--- config.mk ---
export PLATFORM = sky130hd
export DESIGN_NAME = xfer_unit
export DESIGN_NICKNAME = d
export VERILOG_FILES = /design/src/rtl/xfer_pkg.sv /design/src/rtl/xfer_target_calc.sv /design/src/rtl/xfer_ret_mask.sv /design/src/rtl/xfer_unit.sv
export SDC_FILE = /design/constraint.sdc
export NUM_CORES = 1
export LEC_CHECK = 0
export ABC_AREA = 1
export ABC_CLOCK_PERIOD_IN_PS = 4100
export BUFFER_PORTS_ARGS = -buffer_cell sky130_fd_sc_hd__buf_4
export CELL_PAD_IN_SITES_DETAIL_PLACEMENT = 2
export CELL_PAD_IN_SITES_GLOBAL_PLACEMENT = 2
export CORE_MARGIN = 2
export CORE_UTILIZATION = 26
export DETAILED_ROUTE_END_ITERATION = 8
export PLACE_DENSITY = 0.95
export SLEW_MARGIN = 20
export SYNTH_ARGS = -nofsm -noshare
export SYNTH_HDL_FRONTEND = slang
export SYNTH_SLANG_ARGS = --single-unit
--- constraint.sdc ---
create_clock -name clk -period 4.1 [get_ports clk]
set_input_delay 0.205 -clock clk [delete_from_list [all_inputs] [get_ports clk]]
set_output_delay 0.205 -clock clk [all_outputs]
set_load 0.05 [all_outputs]
--- src/rtl/xfer_pkg.sv ---
package xfer_pkg;
    typedef enum logic [1:0] {
        OP_NONE = 2'd0,
        OP_JAL  = 2'd1,
        OP_JALR = 2'd2,
        OP_BR   = 2'd3
    } op_e;

    typedef enum logic [1:0] {
        S_IDLE  = 2'd0,
        S_REDIR = 2'd1,
        S_TRAP  = 2'd2
    } st_e;
endpackage

--- src/rtl/xfer_target_calc.sv ---
module xfer_target_calc
    import xfer_pkg::*;
#(
    parameter int XLEN = 32
) (
    input  op_e             op,
    input  logic [XLEN-1:0] pc,
    input  logic [XLEN-1:0] imm,
    input  logic [XLEN-1:0] rs1,
    input  logic            cmp_en,
    output logic [XLEN-1:0] target,
    output logic            misaligned
);
    logic [XLEN-1:0] base;
    logic [XLEN-1:0] sum;

    always_comb begin
        base       = (op == OP_JALR) ? rs1 : pc;
        sum        = base + imm;
        // bit 0 cleared before the alignment decision
        target     = {sum[XLEN-1:1], 1'b0};
        misaligned = !cmp_en && target[1];
    end
endmodule

--- src/rtl/xfer_ret_mask.sv ---
module xfer_ret_mask #(
    parameter int XLEN = 32
) (
    input  logic            cmp_en,
    input  logic [XLEN-1:0] din,
    output logic [XLEN-1:0] dout
);
    for (genvar b = 0; b < XLEN; b++) begin : g_bit
        if (b == 0) begin : g_lsb
            assign dout[b] = 1'b0;
        end else if (b == 1) begin : g_half
            assign dout[b] = din[b] & cmp_en;
        end else begin : g_pass
            assign dout[b] = din[b];
        end
    end
endmodule

--- src/rtl/xfer_unit.sv ---
module xfer_unit
    import xfer_pkg::*;
#(
    parameter int XLEN  = 32,
    parameter int NRET  = 2
) (
    input  logic            clk,
    input  logic            rst_n,
    input  logic            op_valid_i,
    input  logic [1:0]      op_class_i,
    input  logic            br_taken_i,
    input  logic            cmp_en_i,
    input  logic            is_cmp_i,
    input  logic [XLEN-1:0] pc_i,
    input  logic [XLEN-1:0] imm_i,
    input  logic [XLEN-1:0] rs1_i,
    input  logic [NRET-1:0] csr_we_i,
    input  logic [XLEN-1:0] csr_data_i,
    output logic            redirect_o,
    output logic [XLEN-1:0] next_pc_o,
    output logic            link_we_o,
    output logic [XLEN-1:0] link_data_o,
    output logic            trap_o,
    output logic [XLEN-1:0] trap_addr_o,
    output logic [NRET-1:0] csr_we_o,
    output logic [XLEN-1:0] csr_data_o
);
    localparam logic [XLEN-1:0] STEP_FULL = XLEN'(4);
    localparam logic [XLEN-1:0] STEP_HALF = XLEN'(2);

    op_e             op;
    st_e             state_q, state_d;
    logic [XLEN-1:0] target;
    logic            misaligned;
    logic [XLEN-1:0] masked;
    logic            is_jump;
    logic [XLEN-1:0] dest_q;
    logic [XLEN-1:0] link_q;
    logic            link_pend_q;
    logic [NRET-1:0] csr_we_q;
    logic [XLEN-1:0] csr_data_q;

    assign op      = op_e'(op_class_i);
    assign is_jump = (op == OP_JAL) || (op == OP_JALR);

    xfer_target_calc #(.XLEN(XLEN)) u_tgt (
        .op         (op),
        .pc         (pc_i),
        .imm        (imm_i),
        .rs1        (rs1_i),
        .cmp_en     (cmp_en_i),
        .target     (target),
        .misaligned (misaligned)
    );

    xfer_ret_mask #(.XLEN(XLEN)) u_mask (
        .cmp_en (cmp_en_i),
        .din    (csr_data_i),
        .dout   (masked)
    );

    // next-state decision
    always_comb begin
        state_d = S_IDLE;
        if (op_valid_i) begin
            unique case (op)
                OP_JAL, OP_JALR: state_d = misaligned ? S_TRAP : S_REDIR;
                OP_BR:           state_d = !br_taken_i ? S_IDLE :
                                           (misaligned ? S_TRAP : S_REDIR);
                OP_NONE:         state_d = S_IDLE;
                default:         state_d = S_IDLE;
            endcase
        end
    end

    // state register
    always_ff @(posedge clk) begin
        if (!rst_n) state_q <= S_IDLE;
        else        state_q <= state_d;
    end

    // data registers
    always_ff @(posedge clk) begin
        if (!rst_n) begin
            dest_q      <= '0;
            link_q      <= '0;
            link_pend_q <= 1'b0;
            csr_we_q    <= '0;
            csr_data_q  <= '0;
        end else begin
            dest_q      <= target;
            link_q      <= pc_i + (is_cmp_i ? STEP_HALF : STEP_FULL);
            link_pend_q <= op_valid_i && is_jump;
            csr_we_q    <= csr_we_i;
            csr_data_q  <= masked;
        end
    end

    // outputs from state
    always_comb begin
        redirect_o  = 1'b0;
        trap_o      = 1'b0;
        link_we_o   = 1'b0;
        next_pc_o   = dest_q;
        trap_addr_o = dest_q;
        link_data_o = link_q;
        unique case (state_q)
            S_IDLE:  ;
            S_REDIR: begin
                redirect_o = 1'b1;
                link_we_o  = link_pend_q;
            end
            S_TRAP:  trap_o = 1'b1;
            default: ;
        endcase
        csr_we_o   = csr_we_q;
        csr_data_o = csr_data_q;
    end
endmodule

# Word-level counts from Yosys, hierarchy flattened

Index checks and enable logic that the tools add are counted.
W data, S select, Z words.

Logic and storage cells: 31
Bits in registers: 101
Input port bits: 138

Eq/ne operators: 5
Reductions and logical operators: 7
Muxes and demuxes: 8
Bitwise gates (word level): 1
Add/subtract/negate cells: 2

Operators with widths:

| kind                 | number |
|---|---|
| $add A32 B3 Y32      | 1 |
| $add A32 B32 Y32     | 1 |
| $mux W32             | 1 |
| $eq A2 B2 Y1 const B | 3 |
| $pmux W2 S3          | 1 |
| $eq A2 B1 Y1 const B | 2 |
| $mux W2              | 2 |
| $mux W1              | 3 |
| $mux W3              | 1 |
| $logic_and A1 B1 Y1  | 2 |
| $logic_not A2 Y1     | 1 |
| $reduce_and A2 Y1    | 1 |
| $reduce_or A2 Y1     | 1 |
| $and A1 B1 Y1        | 1 |
| $logic_not A1 Y1     | 1 |
| $logic_or A1 B1 Y1   | 1 |

# Logic depth before layout (Yosys ltp)

Gate-level depths: netlist of run 1.

Word-level depth: 7
Depth in mapped cells: 19
Depth with buffers taken out: 18

# Cells and area by module

Synthesis of run 1 repeated with hierarchy kept, for this count alone.

Cell total of the unflattened synthesis: 1,008
Area total of the unflattened synthesis: 6,523.8 µm²

By module, submodules not included:

| module           | cells each | area an instance (µm²) | instances |
|---|---|---|---|
| xfer_unit        | 524        | 3,965.1                | 1 |
| xfer_target_calc | 450        | 2,314.7                | 1 |
| xfer_ret_mask    | 34         | 244.0                  | 1 |

# Least setup slack after synthesis of run 1

Ideal clock, no wire load.

Path type: input to register
Start: input port op_class_i[0]
End: register dest_q[16], in the netlist next_pc_o[16]
Cell stages on the path: 13
Setup time: 0.113 ns
Path buffers: 2
Data required time: 3.987 ns
Slack: 1.697 ns
Arrival: 2.290 ns
Path through: inv_1 ha_1 clkbuf_1 clkbuf_1 nand2_1 o21ai_0 ha_1 a21oi_1 a21boi_1 nand3_1 a21o_1 nor2_1 nor2_1

Longest elaborated chain between the ends: 3

RTL lines:

| what                   | line                   | RTL |
|---|---|---|
| start: declaration     | xfer_unit.sv:10        | `input logic [1:0] op_class_i,` |
| $eq A2 B2 Y1           | xfer_target_calc.sv:18 | `base = (op == OP_JALR) ? rs1 : pc;` |
| $mux W32               | xfer_target_calc.sv:18 |  |
| $add A32 B32 Y32       | xfer_target_calc.sv:19 | `sum = base + imm;` |
| end signal: assignment | xfer_unit.sv:91        | `dest_q <= target;` |
| end: declaration       | xfer_unit.sv:37        | `logic [XLEN-1:0] dest_q;` |

No other way between the ends.
A chain may end at the register's enable or synchronous reset.

# Worst setup path after layout of run 1

Start: input port op_class_i[0]
End: register dest_q[22], in the netlist next_pc_o[22]

Same word-level chain as after synthesis.

==> results of run 1 <==
[path summary, 6_finish.rpt]
check,startpoint,to,slack [ps],depth (start not counted)
setup / recovery,op_class_i[0],next_pc_o[22],1190,18
hold / removal,csr_data_i[2],csr_data_o[2],20,3
[logic make-up after synthesis]
kind of cell / Yosys count / synth area share (%)
other cells: 1 / 0.0615
compound gates: 171 / 14.8
fa+ha+maj: 39 / 8.25
simple gates: 431 / 30.8
xor+xnor: 3 / 0.431
buf+inv: 179 / 13.2
flops: 99 / 32.5
[per-stage QoR]
step	cell area, sq um	instances	hold WS (ps)	worst slack, ps	utilization (%)
global route	8510	1478	17.1	847	36.6
floorplan	6110	925	282	1700	-
detailed placement	8210	1463	394	865	35.3
global placement	8210	1463	386	973	35.3
finish	8510	1478	16.7	1190	36.6
CTS	8510	1478	9.06	1180	36.6
[cell type report]
type,count,area share (%)
clock buffer,9,2.65
tap,319,4.69
multi-input combinational,647,39.1
clock inverter,6,0.882
inverter,129,5.70
timing repair buffer,269,23.7
sequential,99,23.3
[worst max-delay path: cells and delay by family]
kind,cells,cell delay [ps]
AOI/OAI and AO/OA,2,410
buffers and inverters,3,370
adders and majority gates,2,1040
and+or+nand+nor,11,1150
[state kept, by name, indices dropped and copies added (netlist names)]
| register | count |
|---|---|
| link_data_o | 32 |
| link_pend_q | 1 |
| csr_data_o | 31 |
| state_q | 2 |
| next_pc_o | 31 |
| csr_we_o | 2 |
[cell usage after synthesis, drive strengths merged (3+ instances only)]
library cell / n / area [sq um]
a21oi: 81 / 420
buf: 35 / 260
clkbuf: 15 / 56.3
clkinv: 3 / 12.5
dfxtp: 99 / 1980
ha: 37 / 463
inv: 126 / 473
nand2: 244 / 943
nand3: 42 / 220
nand4: 11 / 68.8
nor2: 105 / 427
nor3: 22 / 158
nor4: 4 / 43.8
o21ai: 80 / 400
o21bai: 3 / 22.5
[cell usage in the layout, fill, tap and decap left out, types with 3 or more instances in the layout]
cell and count:
nor2_4 4, o21ai_1 3, nand2_1 233, nor4_2 3
buf_4 269, nand4_1 11, nor3_2 5, nor3_1 15
inv_2 3, a21oi_1 79, ha_1 36, nand2_2 11
dfxtp_1 99, o21ai_0 77, o21bai_1 3, inv_1 123
nor2_1 100, conb_1 3, clkbuf_16 9, nand3_1 40
[power groups by stage]
| stage | Combinational, W | Clock [W] | Sequential [W] |
|---|---|---|---|
| after floorplan | 0.000612 | 0 | 0.00137 |
| after global placement | 0.00129 | 0 | 0.00110 |
| after detailed placement | 0.00133 | 0 | 0.00111 |
| after CTS | 0.00134 | 0.000945 | 0.00109 |
| after global routing | 0.00142 | 0.000978 | 0.00109 |
| final | 0.00132 | 0.000918 | 0.00108 |
[metal layers]
layer	wire length (microns)	share of wire [%]	vias to the layer above	GRT usage (%)
met5	0	0	-	0
met4	704	2.5	0	7.53
met3	1620	5.7	34	3.66
met2	14300	51	230	42.3
met1	11700	41	3362	26.1
li1	-	-	3372	-
==> summary.md, run 1 <==
| Metric | Value |
|---|---|
| ANT nets after route | 0 |
| Core Rows | 56 |
| WL final | 28300 microns |
| Setup CP Type | primary input to register |
| Synthesized area per cell | 6.61 sq um |
| Final period util | 71.0% |
| P_leak | 4.41 nW |
| Sink Count | 99 |
| Clock group share of total power | 27.6% |
| CORE AREA | 0.0233 sq mm |
| Total GRT Usage | 22.6% |
| Initial antenna violation count | 0 |
| H-tree levels | 3 |
| DRC Markers | 0 |
| Sw frac | 42.2% |
| CP endpoint kind | register |
| Peak VDD IR | 0.146 mV |
| Comb power frac | 39.8% |
| Syn Std Cell Area | 0.00610 sq mm |
| Root Driver | clkbuf_16 |
| Die outline width | 157 microns |
| Fin. max-slew vios | 0 |
| Total power | 0.00333 W |
| Area delta synth->final | 39.6% |
| Seq pwr share | 32.6% |
| Share of layout cells above drive strength 1 | 27.6% |
| Final hold violations | 0 |
| Worst hold path type | primary input to register |
| Number of synthesized register bits | 99 |
| # diodes | 0 |
| Most used flip-flop cell after synthesis | dfxtp_1 |
| Vias in the first global route | 7534 |
| Drt first pass iters | 5 |
| Crit Path Max Fanout | 31 |
| # IOs | 271 |
| EDFF count, synth | 0 |
| Detailed Route Iter0 Violations | 249 |
| CP required | 4380 ps |
| Die Ht | 157 microns |
| Hold buffer count at cts | 0 |
| Vias after detailed routing | 6998 |
| Largest stage delay, worst path | 550 ps |
| Initial Util | 26.2% |
| Die Area | 0.0247 sq mm |
| DR vias/cell | 4.73 |
| RSZ-0062 raised after global routing | no |
| First-pass GRT wire length | 42200 microns |
| Slew headroom | 40.6% |
| Ys Warns | 0 |
| Crit-path slowest cell | ha_2 |
| Register area | 0.00198 sq mm |
| Worst setup SP type | primary input |
| Switching pwr | 0.00140 W |
| Reg clk slew, reported paths | 80 ps |
| Max cap viols | 0 |
| Most frequent CP cell | nand2_1 |
| Sequential area share after synthesis | 32.5% |
| Longest Clk Path Bufs | 2 |
| Critical Path AT | 3200 ps |
| Number of fill cells in the layout | 2834 |
| Fmax | 343 MHz |
| Largest net degree at the start of global routing | 80 |
| Final setup fails | 0 |
| Least-Margin Pin Slew | 891 ps |
| Post-DP HPWL | 23900 microns |
| Footprint of the multi-input gates | 0.00332 sq mm |
| Post-CTS setup buffers | 0 |
| CTS tree | yes |
| Status | completed |
| Per-cell routed wire length | 19.1 microns |
| CTS resizes | 0 |
| Nets | 1332 |
| Setup TNS | 0 ps |
| Power Dens Cells | 391 mW/mm^2 |
| CTS buffer count | 9 |
| Async S/R FF share, synth | 0% |
| Mapped Cells | 923 |
| CP Cell Sequence | buf_4, inv_1, ha_2, inv_2, nand2_1, nand2_1, fa_1, nand2_1, nand2_1, o21ai_1, o21ai_1, nand2_1, nand2_1, nand2_1, nand2_1, nand2_1, nand2_1, nor2_1 |
| GPL Wtd Cong | 0.876 |
| # port buffers | 266 |
| Internal cell power | 0.00192 W |
| Synth unique cells | 40 |
| GR Overflow Total | 0 |
| Min Tclk post-route | 2910 ps |
(Power assumes the default switching activity.)
==> inputs of run 2 (changes only) <==
--- a/config.mk
+++ b/config.mk
@@ -6,14 +6,14 @@
 export NUM_CORES = 1
 export LEC_CHECK = 0
 export ABC_AREA = 1
-export ABC_CLOCK_PERIOD_IN_PS = 4100
+export ABC_CLOCK_PERIOD_IN_PS = 3000
 export BUFFER_PORTS_ARGS = -buffer_cell sky130_fd_sc_hd__buf_4
 export CELL_PAD_IN_SITES_DETAIL_PLACEMENT = 2
 export CELL_PAD_IN_SITES_GLOBAL_PLACEMENT = 2
 export CORE_MARGIN = 2
-export CORE_UTILIZATION = 26
+export CORE_UTILIZATION = 24
 export DETAILED_ROUTE_END_ITERATION = 8
-export PLACE_DENSITY = 0.95
+export PLACE_DENSITY = 0.92
 export SLEW_MARGIN = 20
 export SYNTH_ARGS = -nofsm -noshare
 export SYNTH_HDL_FRONTEND = slang
==> constraint.sdc (replaced) <==
create_clock -name clk -period 3 [get_ports clk]
set_input_delay 0.15 -clock clk [delete_from_list [all_inputs] [get_ports clk]]
set_output_delay 0.15 -clock clk [all_outputs]
set_load 0.05 [all_outputs]
==> run 2 against run 1 <==
First-iteration DRC count grew 0.40%. Cell area grew 3.9%. Worst hold slack gained 2.7 ps. Global-route usage shrank 0.55 points. Wire length grew 6.5%. Cell count grew 3.0%. Combinational power grew 41%. Largest cell class unchanged.
==> summary.md, run 2 (synthesis results as in run 1) <==
| Metric | Value |
|---|---|
| GR Overflow Total | 0 (unchanged) |
| Total GRT Usage | 22.1% (-0.55 points) |
| Final setup fails | 0 (unchanged) |
| Reg clk slew, reported paths | 80 ps (about the same) |
| # port buffers | 266 (unchanged) |
| CTS resizes | 0 (unchanged) |
| Drt first pass iters | 4 (-1) |
| CORE AREA | 0.0250 sq mm (+7.6%) |
| Crit Path Max Fanout | 23 (-26%) |
| Core Rows | 58 (+3.6%) |
| First-pass GRT wire length | 45000 microns (+6.5%) |
| Final hold violations | 0 (unchanged) |
| WL final | 30100 microns (+6.5%) |
| Final period util | 83.8% |
| Worst hold path type | primary input to register |
| CTS tree | yes |
| Most frequent cells in the layout | buf_4 (272), nand2_1 (233), inv_1 (123), nor2_1 (100), dfxtp_1 (99) |
| CP endpoint kind | register |
| Initial antenna violation count | 0 (unchanged) |
| DRC Markers | 0 (unchanged) |
| Longest Clk Path Bufs | 2 (unchanged) |
| Area delta synth->final | 45.0% |
| Die outline width | 163 microns (+4.0%) |
| Critical Path AT | 2770 ps (-430 ps) |
| GPL Wtd Cong | 0.844 (-3.6%) |
| Setup CP Type | primary input to register |
| CP required | 3260 ps (-1120 ps) |
| Vias in the first global route | 7851 (+4.2%) |
| # IOs | 271 (unchanged) |
| Min Tclk post-route | 2510 ps |
| Die Area | 0.0267 sq mm (+8.1%) |
| Dpl cell area | 0.00829 sq mm (+0.93%) |
| Fin. max-slew vios | 0 (unchanged) |
| Max cap viols | 0 (unchanged) |
| Nets | 1365 (+2.5%) |
| Post-DP HPWL | 24000 microns (+0.64%) |
| Fmax | 398 MHz |
| Setup ws final | 485 ps (-702 ps) |
| Largest register FFs | 32 (unchanged) |
| RSZ-0062 raised after global routing | no |
| Sink Count | 99 (unchanged) |
| Slew headroom | 48.8% (+8.2 points) |
| Setup TNS | 0 ps (unchanged) |
| Status | completed |
| Commonest non-fill, non-tap cell in the layout | buf_4 |
| Initial Util | 24.4% (-1.9 points) |
| Largest net degree at the start of global routing | 46 (-43%) |
| Per-cell routed wire length | 19.8 microns (+3.5%) |
| DR vias/cell | 4.68 (-1.2%) |
| # diodes | 0 (unchanged) |
| Detailed Route Iter0 Violations | 250 (+0.40%) |
| P_leak | 4.55 nW (+3.1%) |
| Peak VDD IR | 0.333 mV (+130%) |
| Die Ht | 163 microns (+4.0%) |
| H-tree levels | 3 (unchanged) |
| Power Dens Cells | 512 mW/mm^2 (+31%) |
| Post-CTS setup buffers | 0 (unchanged) |
| Place WS | 124 ps (-740 ps) |
| ANT nets after route | 0 (unchanged) |
| Post-route cell area | 0.00884 sq mm (+3.9%) |
| Worst setup SP type | primary input |
| Vias after detailed routing | 7121 (+1.8%) |
| Least-Margin Pin Slew | 764 ps (-127 ps) |
| Root Driver | clkbuf_16 |
| CTS buffer count | 9 (unchanged) |
| Share of layout cells above drive strength 1 | 27.3% (-0.34 points) |
[run 2: worst paths after layout]
check	start	endpoint	slack, ps	cells after the start
max	op_class_i[0]	next_pc_o[24]	490	16
min	pc_i[19]	link_data_o[19]	20	2
[run 2: per-layer routing]
layer | track usage [%] | routed length [microns] | up-vias
met5 | 0 | 0 | -
li1 | - | - | 3446
met4 | 4.59 | 485 | 0
met1 | 25.9 | 12600 | 3413
met3 | 4.49 | 1860 | 32
met2 | 41.2 | 15200 | 230
[run 2: final cells by class]
| cell class | instances | area [sq um] |
|---|---|---|
| clock buffer | 9 | 225 |
| fill | 2962 | 16200 |
| timing repair buffer | 302 | 2360 |
| clock inverter | 6 | 48.8 |
| tap | 330 | 413 |
| inverter | 129 | 485 |
| multi-input combinational | 647 | 3320 |
| sequential | 99 | 1980 |
[run 2: critical path: stages]
cell and delay [ps]:
buf_4 120, inv_1 70, ha_2 400, buf_4 230, buf_12 150, o21ai_0 150
ha_1 400, nand2_1 170, nor2_1 220, nand2_1 110, nor2_1 100, o21ai_0 150
nand3_1 140, nand2_1 70, inv_1 80, nor2_1 50
[run 2: what timing repair did]
| action | CTS | global route |
|---|---|---|
| hold buffers | 28 | 0 |
| setup endpoints to repair | 0 | 0 |
| endpoints found under the hold margin | 28 | 0 |
[run 2: through the flow]
stage | instances | hold WS (ps) | util [%] | total power, W
3_3_place_gp | 1479 | 331 | 33.1 | 0.00328
4_1_cts | 1522 | 0.736 | 35.3 | 0.00458
2_1_floorplan | 925 | 227 | - | 0.00271
3_5_place_dp | 1479 | 342 | 33.1 | 0.00334
6_report | 1522 | 19.4 | 35.3 | 0.00453
5_1_grt | 1522 | 19.1 | 35.3 | 0.00475
[run 2: power by group]
group	switching, W	internal (W)
registers	0.0000657	0.00143
clock network	0.000609	0.000571
logic	0.00128	0.000578
total	0.00195	0.00257
